==> src/rtl/cal_seq_pkg.sv <==
package cal_seq_pkg;
  typedef enum logic [2:0] {
    ST_RST, ST_TUNE, ST_CAL, ST_RUN, ST_TFAIL, ST_CFAIL
  } seq_st_e;

  localparam logic [1:0] PH_IDLE = 2'b00;
  localparam logic [1:0] PH_TUNE = 2'b01;
  localparam logic [1:0] PH_CAL  = 2'b10;
  localparam logic [1:0] PH_RUN  = 2'b11;
endpackage

==> src/rtl/cal_tick_div.sv <==
module cal_tick_div #(
  parameter int DIV = 8
) (
  input  logic clk_i,
  input  logic rst_ni,
  input  logic en_i,
  input  logic slow_tick_i,
  output logic cal_tick_o
);
  localparam int CW = (DIV > 1) ? $clog2(DIV) : 1;

  logic [CW-1:0] cnt_q;
  logic          last;

  assign last       = (cnt_q == CW'(DIV - 1));
  assign cal_tick_o = en_i & slow_tick_i & last;

  always_ff @(posedge clk_i or negedge rst_ni) begin
    if (!rst_ni)          cnt_q <= '0;
    else if (!en_i)       cnt_q <= '0;
    else if (slow_tick_i) cnt_q <= last ? '0 : cnt_q + 1'b1;
  end


  tick_needs_strobe_chk: assert property (@(posedge clk_i) disable iff (!rst_ni)
    cal_tick_o |-> (slow_tick_i && en_i));
endmodule

==> src/rtl/gain_sweep.sv <==
module gain_sweep #(
  parameter int GAIN_W = 8
) (
  input  logic              clk_i,
  input  logic              rst_ni,
  input  logic              clr_i,
  input  logic              step_i,
  output logic [GAIN_W-1:0] code_o,
  output logic              at_max_o
);
  logic [GAIN_W-1:0] code_q;

  assign code_o   = code_q;
  assign at_max_o = &code_q;

  always_ff @(posedge clk_i or negedge rst_ni) begin
    if (!rst_ni)     code_q <= '0;
    else if (clr_i)  code_q <= '0;
    else if (step_i) code_q <= code_q + 1'b1;
  end


  no_wrap_chk: assert property (@(posedge clk_i) disable iff (!rst_ni)
    (code_o == '0 && $past(at_max_o)) |-> $past(clr_i));
endmodule

==> src/rtl/chop_phase_gen.sv <==
module chop_phase_gen (
  input  logic clk_i,
  input  logic rst_ni,
  input  logic en_i,
  input  logic flip_i,
  output logic p1_o,
  output logic p2_o
);
  logic sel_q, dead_q;

  always_ff @(posedge clk_i or negedge rst_ni) begin
    if (!rst_ni) begin
      sel_q  <= 1'b0;
      dead_q <= 1'b0;
    end else if (!en_i) begin
      sel_q  <= 1'b0;
      dead_q <= 1'b0;
    end else begin
      if (flip_i) sel_q <= ~sel_q;
      dead_q <= flip_i;
    end
  end

  assign p1_o = en_i & ~sel_q & ~dead_q;
  assign p2_o = en_i &  sel_q & ~dead_q;


  no_overlap_chk: assert property (@(posedge clk_i) disable iff (!rst_ni)
    !(p1_o && p2_o));

  gap_after_p1_chk: assert property (@(posedge clk_i) disable iff (!rst_ni)
    $fell(p1_o) |-> !p2_o);

  gap_after_p2_chk: assert property (@(posedge clk_i) disable iff (!rst_ni)
    $fell(p2_o) |-> !p1_o);
endmodule

==> src/rtl/startup_cal_seq.sv <==
module startup_cal_seq
  import cal_seq_pkg::*;
#(
  parameter int GAIN_W = 8,
  parameter int TUNE_W = 8,
  parameter int DIV    = 8
) (
  input  logic              clk_i,
  input  logic              rst_ni,
  input  logic              slow_tick_i,
  input  logic              tune_done_i,
  input  logic              tune_err_i,
  input  logic [TUNE_W-1:0] tune_code_i,
  input  logic              cmp_hit_i,
  output logic              tune_req_o,
  output logic              test_sw_en_o,
  output logic              conv_en_o,
  output logic              chop_p1_o,
  output logic              chop_p2_o,
  output logic [GAIN_W-1:0] gain_code_o,
  output logic [TUNE_W-1:0] tune_code_o,
  output logic [1:0]        phase_o,
  output logic              tune_fault_o,
  output logic              cal_err_o
);
  seq_st_e           st_q, st_d;
  logic [TUNE_W-1:0] tune_q;
  logic              in_cal, cal_tick, at_max, step;

  assign in_cal = (st_q == ST_CAL);
  assign step   = cal_tick & ~cmp_hit_i & ~at_max;

  always_comb begin
    st_d = st_q;
    unique case (st_q)
      ST_RST:  st_d = ST_TUNE;
      ST_TUNE: if (tune_done_i) st_d = tune_err_i ? ST_TFAIL : ST_CAL;
      ST_CAL:  if (cal_tick) begin
                 if (cmp_hit_i)   st_d = ST_RUN;
                 else if (at_max) st_d = ST_CFAIL;
               end
      default: st_d = st_q;
    endcase
  end

  always_ff @(posedge clk_i or negedge rst_ni) begin
    if (!rst_ni) begin
      st_q   <= ST_RST;
      tune_q <= '0;
    end else begin
      st_q <= st_d;
      if (st_q == ST_TUNE && tune_done_i && !tune_err_i) tune_q <= tune_code_i;
    end
  end

  cal_tick_div #(.DIV(DIV)) i_div (
    .clk_i, .rst_ni, .en_i(in_cal), .slow_tick_i, .cal_tick_o(cal_tick)
  );

  gain_sweep #(.GAIN_W(GAIN_W)) i_sweep (
    .clk_i, .rst_ni, .clr_i(st_q == ST_TUNE), .step_i(step),
    .code_o(gain_code_o), .at_max_o(at_max)
  );

  chop_phase_gen i_chop (
    .clk_i, .rst_ni, .en_i(in_cal), .flip_i(cal_tick),
    .p1_o(chop_p1_o), .p2_o(chop_p2_o)
  );

  always_comb begin
    unique case (st_q)
      ST_TUNE: phase_o = PH_TUNE;
      ST_CAL:  phase_o = PH_CAL;
      ST_RUN:  phase_o = PH_RUN;
      default: phase_o = PH_IDLE;
    endcase
  end

  assign tune_req_o   = (st_q == ST_TUNE);
  assign test_sw_en_o = (st_q == ST_TUNE) | in_cal;
  assign conv_en_o    = (st_q == ST_RUN);
  assign tune_code_o  = tune_q;
  assign tune_fault_o = (st_q == ST_TFAIL);
  assign cal_err_o    = (st_q == ST_CFAIL);


  tune_code_held_chk: assert property (@(posedge clk_i) disable iff (!rst_ni)
    ((st_q == ST_CAL || st_q == ST_RUN) && $past(st_q) != ST_TUNE) |-> $stable(tune_code_o));

  run_sticky_chk: assert property (@(posedge clk_i) disable iff (!rst_ni)
    conv_en_o |=> (conv_en_o && $stable(gain_code_o)));

  cal_err_sticky_chk: assert property (@(posedge clk_i) disable iff (!rst_ni)
    cal_err_o |=> (cal_err_o && !conv_en_o));

  run_only_from_cal_chk: assert property (@(posedge clk_i) disable iff (!rst_ni)
    $rose(conv_en_o) |-> ($past(in_cal) && $past(cmp_hit_i)));

  gain_step_chk: assert property (@(posedge clk_i) disable iff (!rst_ni)
    (in_cal && $past(in_cal) && gain_code_o != $past(gain_code_o))
      |-> gain_code_o == $past(gain_code_o) + 1'b1);
endmodule

==> config.mk <==
export PLATFORM = sky130hd
export DESIGN_NAME = startup_cal_seq
export DESIGN_NICKNAME = d
export VERILOG_FILES = /design/src/rtl/cal_seq_pkg.sv /design/src/rtl/cal_tick_div.sv /design/src/rtl/gain_sweep.sv /design/src/rtl/chop_phase_gen.sv /design/src/rtl/startup_cal_seq.sv
export SDC_FILE = /design/constraint.sdc
export NUM_CORES = 1
export LEC_CHECK = 0
export BUFFER_PORTS_ARGS = -buffer_cell sky130_fd_sc_hd__clkbuf_2
export CORE_ASPECT_RATIO = 0.9
export CORE_MARGIN = 2
export CORE_UTILIZATION = 49
export DETAILED_ROUTE_END_ITERATION = 12
export PLACE_DENSITY_LB_ADDON = 0.08
export SLEW_MARGIN = 25
export SYNTH_ARGS = -nofsm -noshare
export SYNTH_HDL_FRONTEND = slang
export SYNTH_SLANG_ARGS = --single-unit
==> constraint.sdc <==
create_clock -name clk_i -period 2.2 [get_ports clk_i]
set_input_delay 0.11 -clock clk_i [delete_from_list [all_inputs] [get_ports clk_i]]
set_output_delay 0.11 -clock clk_i [all_outputs]
set_load 0.01 [all_outputs]
# ---- Word level (Yosys, flattened, before mapping)
# Cells that the tools add are included.
dict set report classes {
  addsub 2
  n_eq_ne 10
  bitwise_logic 13
  reduce_logical 8
  mux 15
}
# operator count
set op_table {}
lappend op_table {{3-bit 2-to-1 mux} 8}
lappend op_table {{8-bit 2-to-1 mux} 2}
lappend op_table {{3-bit equality test (second input constant)} 3}
lappend op_table {{3-bit case mux with 3 select lines} 1}
lappend op_table {{8-bit by 1-bit adder with 8-bit output (second input constant)} 1}
lappend op_table {{1-bit AND} 8}
lappend op_table {{8-bit AND reduction} 1}
lappend op_table {{3-bit by 2-bit equality test with 1-bit output (second input constant)} 2}
lappend op_table {{2-bit inequality test (second input constant)} 3}
lappend op_table {{2-bit case mux with 3 select lines} 1}
lappend op_table {{1-bit NOT} 4}
lappend op_table {{4-bit AND reduction} 1}
lappend op_table {{3-bit by 1-bit adder with 3-bit output (second input constant)} 1}
lappend op_table {{3-bit by 1-bit equality test with 1-bit output (second input constant)} 1}
lappend op_table {{3-bit zero test} 1}
lappend op_table {{1-bit 2-to-1 mux} 3}
lappend op_table {{3-bit inequality test (second input constant)} 1}
lappend op_table {{3-bit nonzero test} 1}
lappend op_table {{1-bit logical AND} 2}
lappend op_table {{2-bit nonzero test} 1}
lappend op_table {{1-bit zero test} 1}
lappend op_table {{1-bit bitwise OR} 1}
dict set report word_totals {
  register_bits 24
  wordCells 54
  inputBits 14
}

# ---- Depth between registers and ports, before layout
dict set report logic_depth {
  depth_word 7
  depth_mapped 6
  depth_no_buf 6
}

# ---- Hierarchy
# From an unflattened synthesis, not the netlist that was laid out.
dict set report hier_totals {
  hier_cells 101
  hier_area_um2 1207.4
}
# module area_per_inst_um2 seq_area_each_um2 instances cells_each
set by_module_without_submodules {}
lappend by_module_without_submodules {startup_cal_seq 558.0 275.3 1 42}
lappend by_module_without_submodules {gain_sweep 396.6 200.2 1 39}
lappend by_module_without_submodules {cal_tick_div 163.9 75.1 1 13}
lappend by_module_without_submodules {chop_phase_gen 88.8 50.0 1 7}

# ---- Worst setup path after synthesis
# No wires, ideal clock.
dict set report synth_path {
  path_kind {reg-to-reg}
  startpoint {reg st_q[2]}
  endpoint {reg tune_q[0] (netlist: tune_code_o[0])}
  setup_ns 0.125
  slack_ns 0.489
  path_buffers 1
  arrival_ns 1.586
  stages_incl_launch_ff 6
  cell_sequence {dfrtp_1 > and2b_1 > nand2b_2 > or3_1 > buf_4 > mux2_4}
}
dict set report synth_via {
  elab_chain_cells 3
}
# item line_no
set synth_rtl {}
lappend synth_rtl {{from (decl)} startup_cal_seq.sv:26} ;# seq_st_e st_q, st_d;
lappend synth_rtl {{from (signal assigned)} startup_cal_seq.sv:51} ;# st_q <= st_d;
lappend synth_rtl {{3-bit by 1-bit equality test with 1-bit output} startup_cal_seq.sv:52} ;# if (st_q == ST_TUNE && tune_done_i && !tune_err_i) tune_q <= tune_code_i;
lappend synth_rtl {{1-bit logical AND (2 in a row)} startup_cal_seq.sv:52}
lappend synth_rtl {{to (signal assigned)} startup_cal_seq.sv:52}
lappend synth_rtl {{to (decl)} startup_cal_seq.sv:27} ;# logic [TUNE_W-1:0] tune_q;
# No other way between the ends.
# A chain may end at the register's enable or synchronous reset.

# ---- Worst setup path in the final report
dict set report layout_path {
  startpoint {reg st_q[2]}
  endpoint {reg tune_q[2] (netlist: tune_code_o[2])}
}
# Same word-level chain as after synthesis.

==> impl_metrics.py <==
metrics = {
    "cts": {
        "cts_tree": "built",
        "cts.clk_slew.worst_paths_ns": 0.13,
        "clock_path_buffers": 2,
        "htreeDepth": 1,
        "root_buffer": "clkbuf_4",
        "post_cts_buffers": 0,
        "clkSinkCount": 24,
        "clk_latency_ns": 0.31,
        "cts_buffers": 3,
    },
    "setup_path": {
        "required_ns": 2.41,
        "path_max_fanout": 8,
        "startpoint_type": "register",
        "startpoint": "st_q[2]",
        "r2r_slack_ns": 0.30,
        "worst_ep_arrival_time_ns": 2.11,
        "r2r_cells": 4,
        "r2r_start": "st_q[2]",
        "end_kind": "register",
        "setup.worst_path.class": "reg -> reg",
        "timing.rr.end": "tune_code_o[2]",
    },
    "pwr": {
        "powerDensity_nw_per_um2": 899,
        "leakagePower_nw": 0.787,
        "irDropWorstVdd_uv": 801,
    },
    "die": {
        "core_area_um2": 2400,
        "die-area_um2": 2890,
        "initial_core_util": 0.505,
        "io_pins": 39,
        "die_x_um": 56.5,
        "rows": 17,
        "die_y_um": 51.2,
    },
    "drt": {
        "wire_per_inst_um": 13.3,
        "first_iter_violations": 12,
        "drc_errors": 0,
        "antenna_left": 0,
        "routed_via_density": 5.31,
        "firstDrtPassIters": 4,
        "routed_wl_um": 2340,
        "num_vias": 934,
    },
    "timing": {
        "post-route-period-util": 0.866,
        "relSlewSlack": 0.607,
        "final.setup.tns_ns": 0,
        "whs_ns": 0.0169,
        "worst_pin_slew_ns": 0.589,
        "setup-violations-final": 0,
        "slew_viol_final": 0,
        "clock_skew_ns": 0.00581,
        "finalHoldViolations": 0,
        "rsz0062_at_grt": "false",
        "post-route-min-period_ns": 1.90,
        "timing.fmax_ghz": 0.525,
    },
    "layout": {
        "multiInputGateArea_um2": 579,
        "final_cell_mix": "clkbuf_2, dfrtp_1, nor2_1, mux2_4, nand2_1",
        "num-fill-cells": 219,
        "area_growth_pct": 22.8,
        "antenna_cells": 0,
        "final_core_util": 0.620,
        "nets": 166,
        "drive_above_1_share": 0.365,
        "seqCellArea_um2": 601,
        "fin_area_um2": 1490,
        "final_common_cell": "clkbuf_2",
    },
    "placement": {
        "io_buffers": 38,
        "dp_hpwl_um": 1770,
        "gp_congestion": 0.768,
        "place_area_um2": 1420,
    },
    "synthesis": {
        "synth-edff-count": 0,
        "ys_ff_latch": 24,
        "ys_seq_area_frac": 0.495,
        "synth_flop_cell": "dfrtp_1",
        "syn_area_um2": 1210,
        "ys_async_sr_fraction": 1.00,
        "syn_area_per_cell_um2": 11.4,
        "ys_types": 38,
        "yosysWarnings": 0,
        "netlist_instances": 106,
        "syn_nets": 123,
    },
    "global_routing": {
        "grt_pass1_wl_um": 3940,
        "grt_max_degree": 25,
        "busiest_layer": "met2",
        "gr-usage-met3": 0.0354,
        "grt_usage": 0.178,
        "grt_overflow": 0,
        "grt_pass1_vias": 893,
        "use_met1": 0.225,
        "use_met2": 0.302,
        "antenna_found_initial": 0,
    },
    "outcome": {
        "status": "complete, no violations",
    },
    "min_path": {
        "hold_path_end": "tune_code_o[5]",
        "min_path_cells": 2,
        "min_from": "tune_code_i[5]",
        "hp-class": "in -> reg",
    },
    "job": {
        "drv_cap": 0,
    },
}
[state kept, by name, summed over array words and instances, names as in the netlist]
signal and flops:
st_q 3, i_sweep.code_o 8, i_div.cnt_q 3, tune_code_o 8
i_chop.dead_q 1, i_chop.sel_q 1
[worst max path at each step]
stage	end	slack, ns
3_3_place_gp	tune_code_o[1]	0.39
5_1_grt	i_sweep.code_o[7]	0.22
4_1_cts	tune_code_o[2]	0.29
2_1_floorplan	tune_code_o[0]	0.49
6_report	tune_code_o[2]	0.30
3_5_place_dp	tune_code_o[2]	0.33
[repair_timing]
item | CTS | global route
hold buffers | 1 | 2
setup endpoints to repair | 0 | 0
hold endpoints to repair | 24 | 2
gates resized for setup | 0 | 0
[synthesized netlist by cell type (2+ instances only)]
| cell | n | area, µm² |
|---|---|---|
| nand3_1 | 3 | 15.0 |
| mux2i_1 | 4 | 40.0 |
| dfrtp_1 | 24 | 601 |
| o31ai_1 | 2 | 15.0 |
| and2_1 | 2 | 12.5 |
| nor3b_1 | 2 | 15.0 |
| and3_1 | 2 | 12.5 |
| nor2_1 | 9 | 33.8 |
| mux2_1 | 2 | 22.5 |
| or3_1 | 2 | 12.5 |
| ha_1 | 3 | 37.5 |
| mux2_4 | 8 | 120 |
| nand2_1 | 6 | 22.5 |
| or4_1 | 2 | 15.0 |
| o211ai_1 | 2 | 15.0 |
| o21ai_0 | 2 | 10.0 |
| clkbuf_1 | 2 | 7.51 |
| inv_1 | 4 | 15.0 |
| nand4_1 | 2 | 12.5 |
| xnor2_1 | 2 | 17.5 |
| a21oi_1 | 4 | 20.0 |
[area by class of cell]
type | count | area share
clock buffers | 4 | 0.0243
inverters | 5 | 0.0126
multi-input cells | 74 | 0.389
flip-flops and latches | 24 | 0.403
well taps | 28 | 0.0235
repair buffers | 41 | 0.148
[power by group]
part	internal, mW	switching (mW)
logic	0.263	0.223
clock network	0.101	0.129
registers	0.536	0.0880
[per-stage QoR]
stage | instances | power [mW] | setup WS, ns
6_report | 176 | 1.34 | 0.295
3_5_place_dp | 169 | 1.12 | 0.327
4_1_cts | 174 | 1.35 | 0.294
5_1_grt | 176 | 1.42 | 0.216
3_3_place_gp | 169 | 1.10 | 0.391
2_1_floorplan | 106 | 0.928 | 0.489
[kinds of logic after synthesis]
group | count (synthesis) | share of synthesized area
adder cells (fa/ha/maj) | 3 | 0.0309
multiplexers | 14 | 0.151
XOR/XNOR | 3 | 0.0217
buffers and inverters | 8 | 0.0278
flip-flops | 24 | 0.495
AO/OA/AOI/OAI | 15 | 0.0825
AND/OR/NAND/NOR | 39 | 0.192
[worst max-delay path, stage by stage (launching register included)]
cell and delay (ns):
dfrtp_1 0.47, and2b_1 0.26, nand2b_2 0.13, or3_1 0.56, mux2_4 0.38
[routing by layer]
layer | vias up | wire length, µm
li1 | 466 | -
met1 | 439 | 1060
met2 | 25 | 1110
met3 | 4 | 126
met4 | 0 | 38
met5 | - | 0
Note: power is estimated with default switching activity, not from simulation.
